$ cat config.mk
export PLATFORM = sky130hd
export DESIGN_NAME = nest_evt_ctrl
export DESIGN_NICKNAME = d
export VERILOG_FILES = /design/src/rtl/nest_evt_pkg.sv /design/src/rtl/nest_evt_prio.sv /design/src/rtl/nest_evt_pend.sv /design/src/rtl/nest_evt_nest.sv /design/src/rtl/nest_evt_ctrl.sv
export SDC_FILE = /design/constraint.sdc
export NUM_CORES = 1
export LEC_CHECK = 0
export BUFFER_PORTS_ARGS = -buffer_cell sky130_fd_sc_hd__buf_4
export CAP_MARGIN = 15
export CORE_UTILIZATION = 55
export DETAILED_ROUTE_END_ITERATION = 12
export PLACE_DENSITY = 0.79
export SLEW_MARGIN = 20
export SYNTH_ARGS = -nofsm -noshare
export SYNTH_HDL_FRONTEND = slang
export SYNTH_SLANG_ARGS = --single-unit
$ cat constraint.sdc
create_clock -name clk -period 3.3 [get_ports clk]
set_input_delay 0.165 -clock clk [delete_from_list [all_inputs] [get_ports clk]]
set_output_delay 0.165 -clock clk [all_outputs]
set_load 0.005 [all_outputs]
$ cat src/rtl/nest_evt_pkg.sv
package nest_evt_pkg;
   localparam int unsigned LVL_EMU = 0;
   localparam int unsigned LVL_RST = 1;
   localparam int unsigned LVL_NMI = 2;
   localparam int unsigned LVL_EXC = 3;
   localparam int unsigned LVL_RSV = 4;
   localparam int unsigned LVL_HWE = 5;
   localparam int unsigned LVL_TMR = 6;
   localparam int unsigned LVL_GP0 = 7;
endpackage

$ cat src/rtl/nest_evt_prio.sv
module nest_evt_prio #(
   parameter int unsigned W  = 16,
   parameter int unsigned IW = $clog2(W)
) (
   input  logic [W-1:0]  vec,
   output logic          found,
   output logic [IW-1:0] idx
);
   if (W < 2) begin : g_bad_w
      $error("nest_evt_prio: W must be at least 2");
   end

   always_comb begin
      idx   = '0;
      found = |vec;
      for (int i = W - 1; i >= 0; i--) begin
         if (vec[i]) idx = IW'(i);
      end
   end
endmodule

$ cat src/rtl/nest_evt_pend.sv
module nest_evt_pend #(
   parameter int unsigned NUM_LVL = 16,
   parameter int unsigned RSV_LVL = 4,
   parameter int unsigned BOOT_LVL = 1
) (
   input  logic               clk,
   input  logic               rst_n,
   input  logic [NUM_LVL-1:0] set_vec,
   input  logic [NUM_LVL-1:0] clr_vec,
   input  logic               mask_wr,
   input  logic [NUM_LVL-1:0] mask_wdata,
   output logic [NUM_LVL-1:0] pend_q,
   output logic [NUM_LVL-1:0] mask_q
);
   localparam logic [NUM_LVL-1:0] RSV_VEC  = NUM_LVL'(1) << RSV_LVL;
   localparam logic [NUM_LVL-1:0] BOOT_VEC = NUM_LVL'(1) << BOOT_LVL;

   if (RSV_LVL >= NUM_LVL || BOOT_LVL >= NUM_LVL) begin : g_bad_lvl
      $error("nest_evt_pend: level out of range");
   end

   logic [NUM_LVL-1:0] pend_n;

   always_comb begin
      pend_n = ((pend_q | set_vec) & ~clr_vec) & ~RSV_VEC;
   end

   always_ff @(posedge clk) begin
      if (!rst_n) begin
         pend_q <= BOOT_VEC;
         mask_q <= '0;
      end else begin
         pend_q <= pend_n;
         if (mask_wr) mask_q <= mask_wdata;
      end
   end

   // a pending bit that was not cleared stays set
   p_pend_hold_r8: assert property (@(posedge clk) disable iff (!rst_n)
      1'b1 |=> ((pend_q & $past(pend_q & ~clr_vec)) == $past(pend_q & ~clr_vec)));

   // the reserved bit never becomes pending
   p_rsv_unlatched_r2: assert property (@(posedge clk) disable iff (!rst_n)
      $past(rst_n) |-> !pend_q[RSV_LVL]);
endmodule

$ cat src/rtl/nest_evt_nest.sv
module nest_evt_nest #(
   parameter int unsigned NUM_LVL = 16,
   parameter int unsigned IW = $clog2(NUM_LVL)
) (
   input  logic               clk,
   input  logic               rst_n,
   input  logic               set_en,
   input  logic [IW-1:0]      set_idx,
   input  logic               ret,
   output logic               top_found,
   output logic [IW-1:0]      top_idx
);
   logic [NUM_LVL-1:0] act_q;
   logic [NUM_LVL-1:0] act_n;

   nest_evt_prio #(.W(NUM_LVL), .IW(IW)) u_top (
      .vec   (act_q),
      .found (top_found),
      .idx   (top_idx)
   );

   always_comb begin
      act_n = act_q;
      if (ret && top_found) act_n[top_idx] = 1'b0;
      if (set_en) act_n[set_idx] = 1'b1;
   end

   always_ff @(posedge clk) begin
      if (!rst_n) act_q <= '0;
      else        act_q <= act_n;
   end

   // a new handler is only started strictly above every active one
   p_nest_strict_r3: assert property (@(posedge clk) disable iff (!rst_n)
      (set_en && top_found) |-> (set_idx < top_idx));

   // a return retires the most urgent active level
   p_ret_top_r9: assert property (@(posedge clk) disable iff (!rst_n)
      (ret && top_found) |=> !act_q[$past(top_idx)]);

   // only that one level is retired
   p_ret_single_r9: assert property (@(posedge clk) disable iff (!rst_n)
      (ret && top_found && !set_en) |=> ($countones(act_q) == $countones($past(act_q)) - 1));

   // a grant leaves its level in service
   p_set_sticks_r8: assert property (@(posedge clk) disable iff (!rst_n)
      set_en |=> act_q[$past(set_idx)]);
endmodule

$ cat src/rtl/nest_evt_ctrl.sv
module nest_evt_ctrl
   import nest_evt_pkg::*;
#(
   parameter int unsigned NUM_LVL    = 16,
   parameter int unsigned MASK_FROM  = 4,
   parameter bit          EXC_BYPASS = 1'b1
) (
   input  logic                          clk,
   input  logic                          rst_n,
   input  logic                          emu_req,
   input  logic                          nmi_pin,
   input  logic                          wdog_to,
   input  logic                          exc_req,
   input  logic                          hwerr_req,
   input  logic                          tmr_req,
   input  logic [NUM_LVL-LVL_GP0-1:0]    gp_req,
   input  logic                          sw_raise,
   input  logic [$clog2(NUM_LVL)-1:0]    sw_level,
   input  logic                          mask_wr,
   input  logic [NUM_LVL-1:0]            mask_wdata,
   input  logic                          evt_ret,
   output logic                          take_evt,
   output logic [$clog2(NUM_LVL)-1:0]    evt_idx
);
   localparam int unsigned IW   = $clog2(NUM_LVL);
   localparam int unsigned GP_N = NUM_LVL - LVL_GP0;
   localparam logic [IW-1:0] RSV_IDX = IW'(LVL_RSV);
   localparam logic [IW-1:0] EXC_IDX = IW'(LVL_EXC);
   localparam logic [IW-1:0] GP0_IDX = IW'(LVL_GP0);
   localparam logic [IW-1:0] MSK_IDX = IW'(MASK_FROM);
   localparam logic [NUM_LVL-1:0] NMASK_VEC = (NUM_LVL'(1) << MASK_FROM) - NUM_LVL'(1);
   localparam logic [NUM_LVL-1:0] RSV_VEC   = NUM_LVL'(1) << LVL_RSV;
   localparam logic [NUM_LVL-1:0] ABOVE_EXC = (NUM_LVL'(1) << LVL_EXC) - NUM_LVL'(1);

   if (NUM_LVL <= LVL_GP0 || NUM_LVL > 64) begin : g_bad_num
      $error("nest_evt_ctrl: NUM_LVL out of range");
   end
   if (MASK_FROM <= LVL_EXC || MASK_FROM > LVL_HWE) begin : g_bad_mask
      $error("nest_evt_ctrl: MASK_FROM must keep levels 0 to 3 unmaskable");
   end

   logic [NUM_LVL-1:0] new_req;
   logic [NUM_LVL-1:0] pend_q;
   logic [NUM_LVL-1:0] mask_q;
   logic [NUM_LVL-1:0] live;
   logic [NUM_LVL-1:0] en_vec;
   logic [NUM_LVL-1:0] elig;
   logic [NUM_LVL-1:0] clr_vec;
   logic               cand_found;
   logic [IW-1:0]      cand_idx;
   logic               act_found;
   logic [IW-1:0]      act_top;
   logic               grant;
   logic               boot_q;

   always_comb begin
      new_req = '0;
      new_req[LVL_EMU] = emu_req;
      new_req[LVL_NMI] = nmi_pin | wdog_to;
      new_req[LVL_EXC] = exc_req;
      new_req[LVL_HWE] = hwerr_req;
      new_req[LVL_TMR] = tmr_req;
      for (int i = 0; i < GP_N; i++) begin
         new_req[LVL_GP0 + i] = gp_req[i];
      end
      if (sw_raise && sw_level >= GP0_IDX) new_req[sw_level] = 1'b1;
   end

   nest_evt_pend #(.NUM_LVL(NUM_LVL), .RSV_LVL(LVL_RSV), .BOOT_LVL(LVL_RST)) u_pend (
      .clk        (clk),
      .rst_n      (rst_n),
      .set_vec    (new_req),
      .clr_vec    (clr_vec),
      .mask_wr    (mask_wr),
      .mask_wdata (mask_wdata),
      .pend_q     (pend_q),
      .mask_q     (mask_q)
   );

   if (EXC_BYPASS) begin : g_exc_bypass
      always_comb begin
         live = pend_q;
         live[LVL_EXC] = pend_q[LVL_EXC] | exc_req;
      end

      // an unobstructed exception is taken in the cycle it is raised
      p_exc_now_r6: assert property (@(posedge clk) disable iff (!rst_n)
         (exc_req && !(|(pend_q & ABOVE_EXC)) && !(act_found && act_top <= EXC_IDX))
         |-> (take_evt && evt_idx == EXC_IDX));
   end else begin : g_exc_latched
      always_comb live = pend_q;
   end

   always_comb begin
      en_vec = (mask_q | NMASK_VEC) & ~RSV_VEC;
      elig   = live & en_vec;
   end

   nest_evt_prio #(.W(NUM_LVL), .IW(IW)) u_cand (
      .vec   (elig),
      .found (cand_found),
      .idx   (cand_idx)
   );

   nest_evt_nest #(.NUM_LVL(NUM_LVL), .IW(IW)) u_nest (
      .clk       (clk),
      .rst_n     (rst_n),
      .set_en    (grant),
      .set_idx   (cand_idx),
      .ret       (evt_ret),
      .top_found (act_found),
      .top_idx   (act_top)
   );

   always_comb begin
      grant   = cand_found && (!act_found || cand_idx < act_top);
      clr_vec = grant ? (NUM_LVL'(1) << cand_idx) : '0;
   end

   assign take_evt = grant;
   assign evt_idx  = grant ? cand_idx : '0;

   always_ff @(posedge clk) begin
      if (!rst_n) boot_q <= 1'b1;
      else        boot_q <= 1'b0;
   end

   // the reserved level is never granted
   p_rsv_never_r2: assert property (@(posedge clk) disable iff (!rst_n)
      take_evt |-> (evt_idx != RSV_IDX));

   // a maskable level is granted only with its enable bit set
   p_mask_gate_r7: assert property (@(posedge clk) disable iff (!rst_n)
      (take_evt && evt_idx >= MSK_IDX) |-> mask_q[evt_idx]);

   // first cycle out of reset grants the reset level
   p_boot_grant_r10: assert property (@(posedge clk) disable iff (!rst_n)
      boot_q |-> (take_evt && evt_idx == IW'(LVL_RST)));

   // the index is zero whenever nothing is taken
   p_idle_idx_r1: assert property (@(posedge clk) disable iff (!rst_n)
      !take_evt |-> (evt_idx == '0));
endmodule

==> summary.txt <==
Outcome
  – Outcome: completed

Global routing
  – Vias in the first global route: 2163
  – Initial antenna violation count: 0
  – Largest net degree at the start of global routing: 54
  – First-pass GRT wire length: 10030 µm
  – Global route total overflow: 0
  – GRT Total Usage: 29.59%

CTS
  – Reg clk slew, reported paths: 80 ps
  – CTS tree: yes
  – Worst-Skew Late Latency: 300 ps
  – Max Root-Sink Buffers: 2
  – TritonCTS buffer count: 5
  – CTS Root Cell: clkbuf_8
  – H-tree depth: 2
  – Sink Count: 42
  – Hold_buf cts: 0

Detailed routing
  – Routed Antenna Nets: 0
  – DRC violations left: 0
  – Via Count: 2362
  – DRT Pass-1 Iters: 4
  – DR vias/cell: 6.232
  – Initial DRC Count: 127
  – DRT Wirelength: 6261 µm
  – Average wire per standard cell: 16.52 µm

Placed design
  – Gpl congestion: 0.9757
  – Port Buffers: 39
  – Post-Place Worst Slack: 353.2 ps
  – Area post-placement: 2730 µm²
  – Post-DP HPWL: 4723 µm

Synth
  – Netlist cell types: 63
  – EDFF count, synth: 0
  – Dominant cell type by area after synthesis: dfxtp_1
  – Area share of the leading cell type in the synthesized netlist: 34.87%
  – Mean Syn Cell Area: 8.490 µm²
  – Top_reg_cell synth: dfxtp_1
  – Seq/Total Area, Yosys: 34.87%
  – Number of synthesized register bits: 42
  – Post-synth net total: 326
  – Async S/R FF share, synth: 0%
  – Synth Cell Area: 2411 µm²
  – Syn. warnings: 0
  – Largest cells by area after synthesis: dfxtp_1 (35%), mux2i_1 (4.6%), nand2_1 (4.4%), o31ai_1 (4.0%), nand3_1 (3.7%)
  – Post-Synthesis Cells: 284

Floorplan
  – Core box area: 4115 µm²
  – Die width: 68.21 µm
  – Die Span Y: 68.21 µm
  – Io pins: 45
  – Initial Util: 58.59%
  – Die Footprint: 4653 µm²
  – Site Rows: 23

Timing
  – Final Hold Viols: 0
  – Max Transition Viols Final: 0
  – Slew margin rel.: 55.58%
  – Min Tclk post-route: 3186 ps
  – Final Setup Violations: 0
  – Final setup margin: 114.4 ps
  – Max Fclk: 0.3139 GHz
  – Skew final: 3.695 ps
  – Worst Tran Pin Value: 657.6 ps
  – RSZ-0062 raised after global routing: true
  – Tcrit/Tclk final: 96.53%

Cells and area
  – Reg area: 840.8 µm²
  – Ant diodes: 0
  – Final #Nets: 371
  – Final instance area: 2846 µm²
  – Syn-to-layout area delta: 18.06%
  – Share of cells above drive strength 1: 24.62%
  – Fill cells: 369
  – Multi-input gate area: 1484 µm²

Power and ir drop
  – Leak: 1.129 nW
  – Worst VDD drop: 397.9 µV
  – Final Power: 1.732 mW
  – Pwr Density: 608.5 nW/µm²

Worst setup path
  – WP buf/inv: 2
  – CP Max Fanout: 8
  – Critical path's top delay family: simple AND/OR/NAND/NOR gates
  – CP Class: reg -> out
  – Crit. End Element: output pin
  – CP cell instances: a22o_1 > a21oi_1 > o21ai_0 > and2_2 > o21ai_1 > inv_2 > ha_1 > a31oi_1 > nand3_1 > nand2_2 > nand2_1 > nor3_1 > buf_4
  – Worst Path Arrival: 3020 ps
  – Critical-path top delay cell: dfxtp_1
  – CP max stage delay: 350 ps
  – CP required: 3130 ps
  – Startpoint Class: flip-flop

Hold path
  – Hold Path Class: in -> reg

Job
  – Maxcap violations: 0
[cell families (layout without fill, tap and decap cells)]
family,after synthesis,count (layout),synth area share (%)
adders and majority gates,2,2,1.038
AOI/OAI and AO/OA,93,93,28.49
muxes,11,11,4.567
and+or+nand+nor,119,119,26.73
buffers and inverters,17,62,4.307
DFF,42,42,34.87
[layout make-up]
| cell class | instances | area share [%] |
|---|---|---|
| Multi-Input combinational cell | 225 | 52.13 |
| Sequential cell | 42 | 29.54 |
| Timing Repair Buffer | 47 | 12.40 |
| Clock buffer | 7 | 2.681 |
| Tap cell | 50 | 2.198 |
| Inverter | 8 | 1.055 |
[synthesized netlist by cell type, types with 2 or more instances]
library cell / n
a21oi_2: 2
nor2b_1: 11
a221oi_1: 2
nand2b_1: 4
nor4_2: 2
nand3_1: 18
a211oi_1: 2
nor2_1: 23
clkbuf_1: 3
clkbuf_8: 2
nand2_1: 28
dfxtp_1: 42
buf_6: 2
o21a_1: 2
nor4_1: 3
o311ai_0: 4
and2_4: 2
o31ai_1: 13
o211ai_1: 4
a22oi_1: 3
a32o_1: 2
or2_2: 2
nand4_1: 3
o2111ai_1: 3
inv_1: 7
nand3b_1: 2
ha_1: 2
a21oi_1: 14
nor3_1: 11
mux2i_1: 11
a31oi_1: 4
o21ai_0: 18
a22o_1: 3
[cell usage in the layout (no fill, tap or decap), drive strengths merged, types with 2 or more instances in the layout]
cell type / netlist / layout
a221oi: 2 / 2
dfxtp: 42 / 42
nand3: 18 / 18
nor2: 23 / 23
or2: 2 / 2
o31ai: 14 / 14
mux2i: 11 / 11
o2111ai: 3 / 3
or4: 2 / 2
nand2b: 4 / 4
inv: 8 / 8
o311ai: 4 / 4
nor3: 12 / 12
o21ai: 19 / 19
nor4: 6 / 6
and2: 3 / 3
nand4: 3 / 3
a21o: 2 / 2
nand3b: 2 / 2
o21a: 2 / 2
buf: 3 / 47
o211ai: 4 / 4
clkbuf: 5 / 7
a22o: 3 / 3
a22oi: 3 / 3
ha: 2 / 2
a211oi: 4 / 4
nor2b: 11 / 11
a31oi: 5 / 5
a32o: 2 / 2
nand2: 29 / 29
a21oi: 17 / 17
nor3b: 2 / 2
[state kept, by name (all words and copies together) (netlist names)]
register       cells
u_pend.pend_q     15
u_nest.act_q      16
u_pend.mask_q     11
[tightest hold or removal path: stages]
cell and delay [ps]:
buf_4 70, o21ai_0 70, nor2_1 80
[repair_timing]
item	4_1_cts	5_1_grt
buffers inserted	0	3
endpoints found under the setup margin	0	5
resized for setup	0	5
[stage by stage]
stage	util (%)	std cells	setup TNS [ps]	hold slack [ps]
detailed placement	66.34	369	0	429.7
floorplan	-	284	0	329.1
CTS	68.20	376	0	120.5
global placement	66.34	369	0	418.2
global route	69.17	379	-30.49	130.1
finish	69.17	379	0	121.6
[worst paths after layout]
| check | depth (start not counted) | from | slack (ps) | endpoint |
|---|---|---|---|---|
| max | 13 | u_pend.pend_q[10] | 110 | evt_idx[3] |
| min | 3 | hwerr_req | 120 | u_pend.pend_q[5] |
| max reg2reg | 12 | u_pend.pend_q[10] | 410 | u_nest.act_q[5] |
| min reg2reg | 1 | u_nest.act_q[4] | 530 | u_nest.act_q[4] |
[power breakdown]
group          internal (mW)  switching, mW
combinational          0.333          0.461
clock                  0.146          0.171
sequential             0.554         0.0677
total                   1.03          0.699
[per-layer routing]
layer	part of all wire [%]	routed length (µm)	vias up	track usage (%)
li1	-	-	1167	-
met3	3.9	242	20	6.000
met1	45	2823	1090	36.11
met2	48	2974	85	48.04
met5	0	0	-	0
met4	3.5	221	0	16.67
Note: power is estimated with default switching activity, not from simulation.
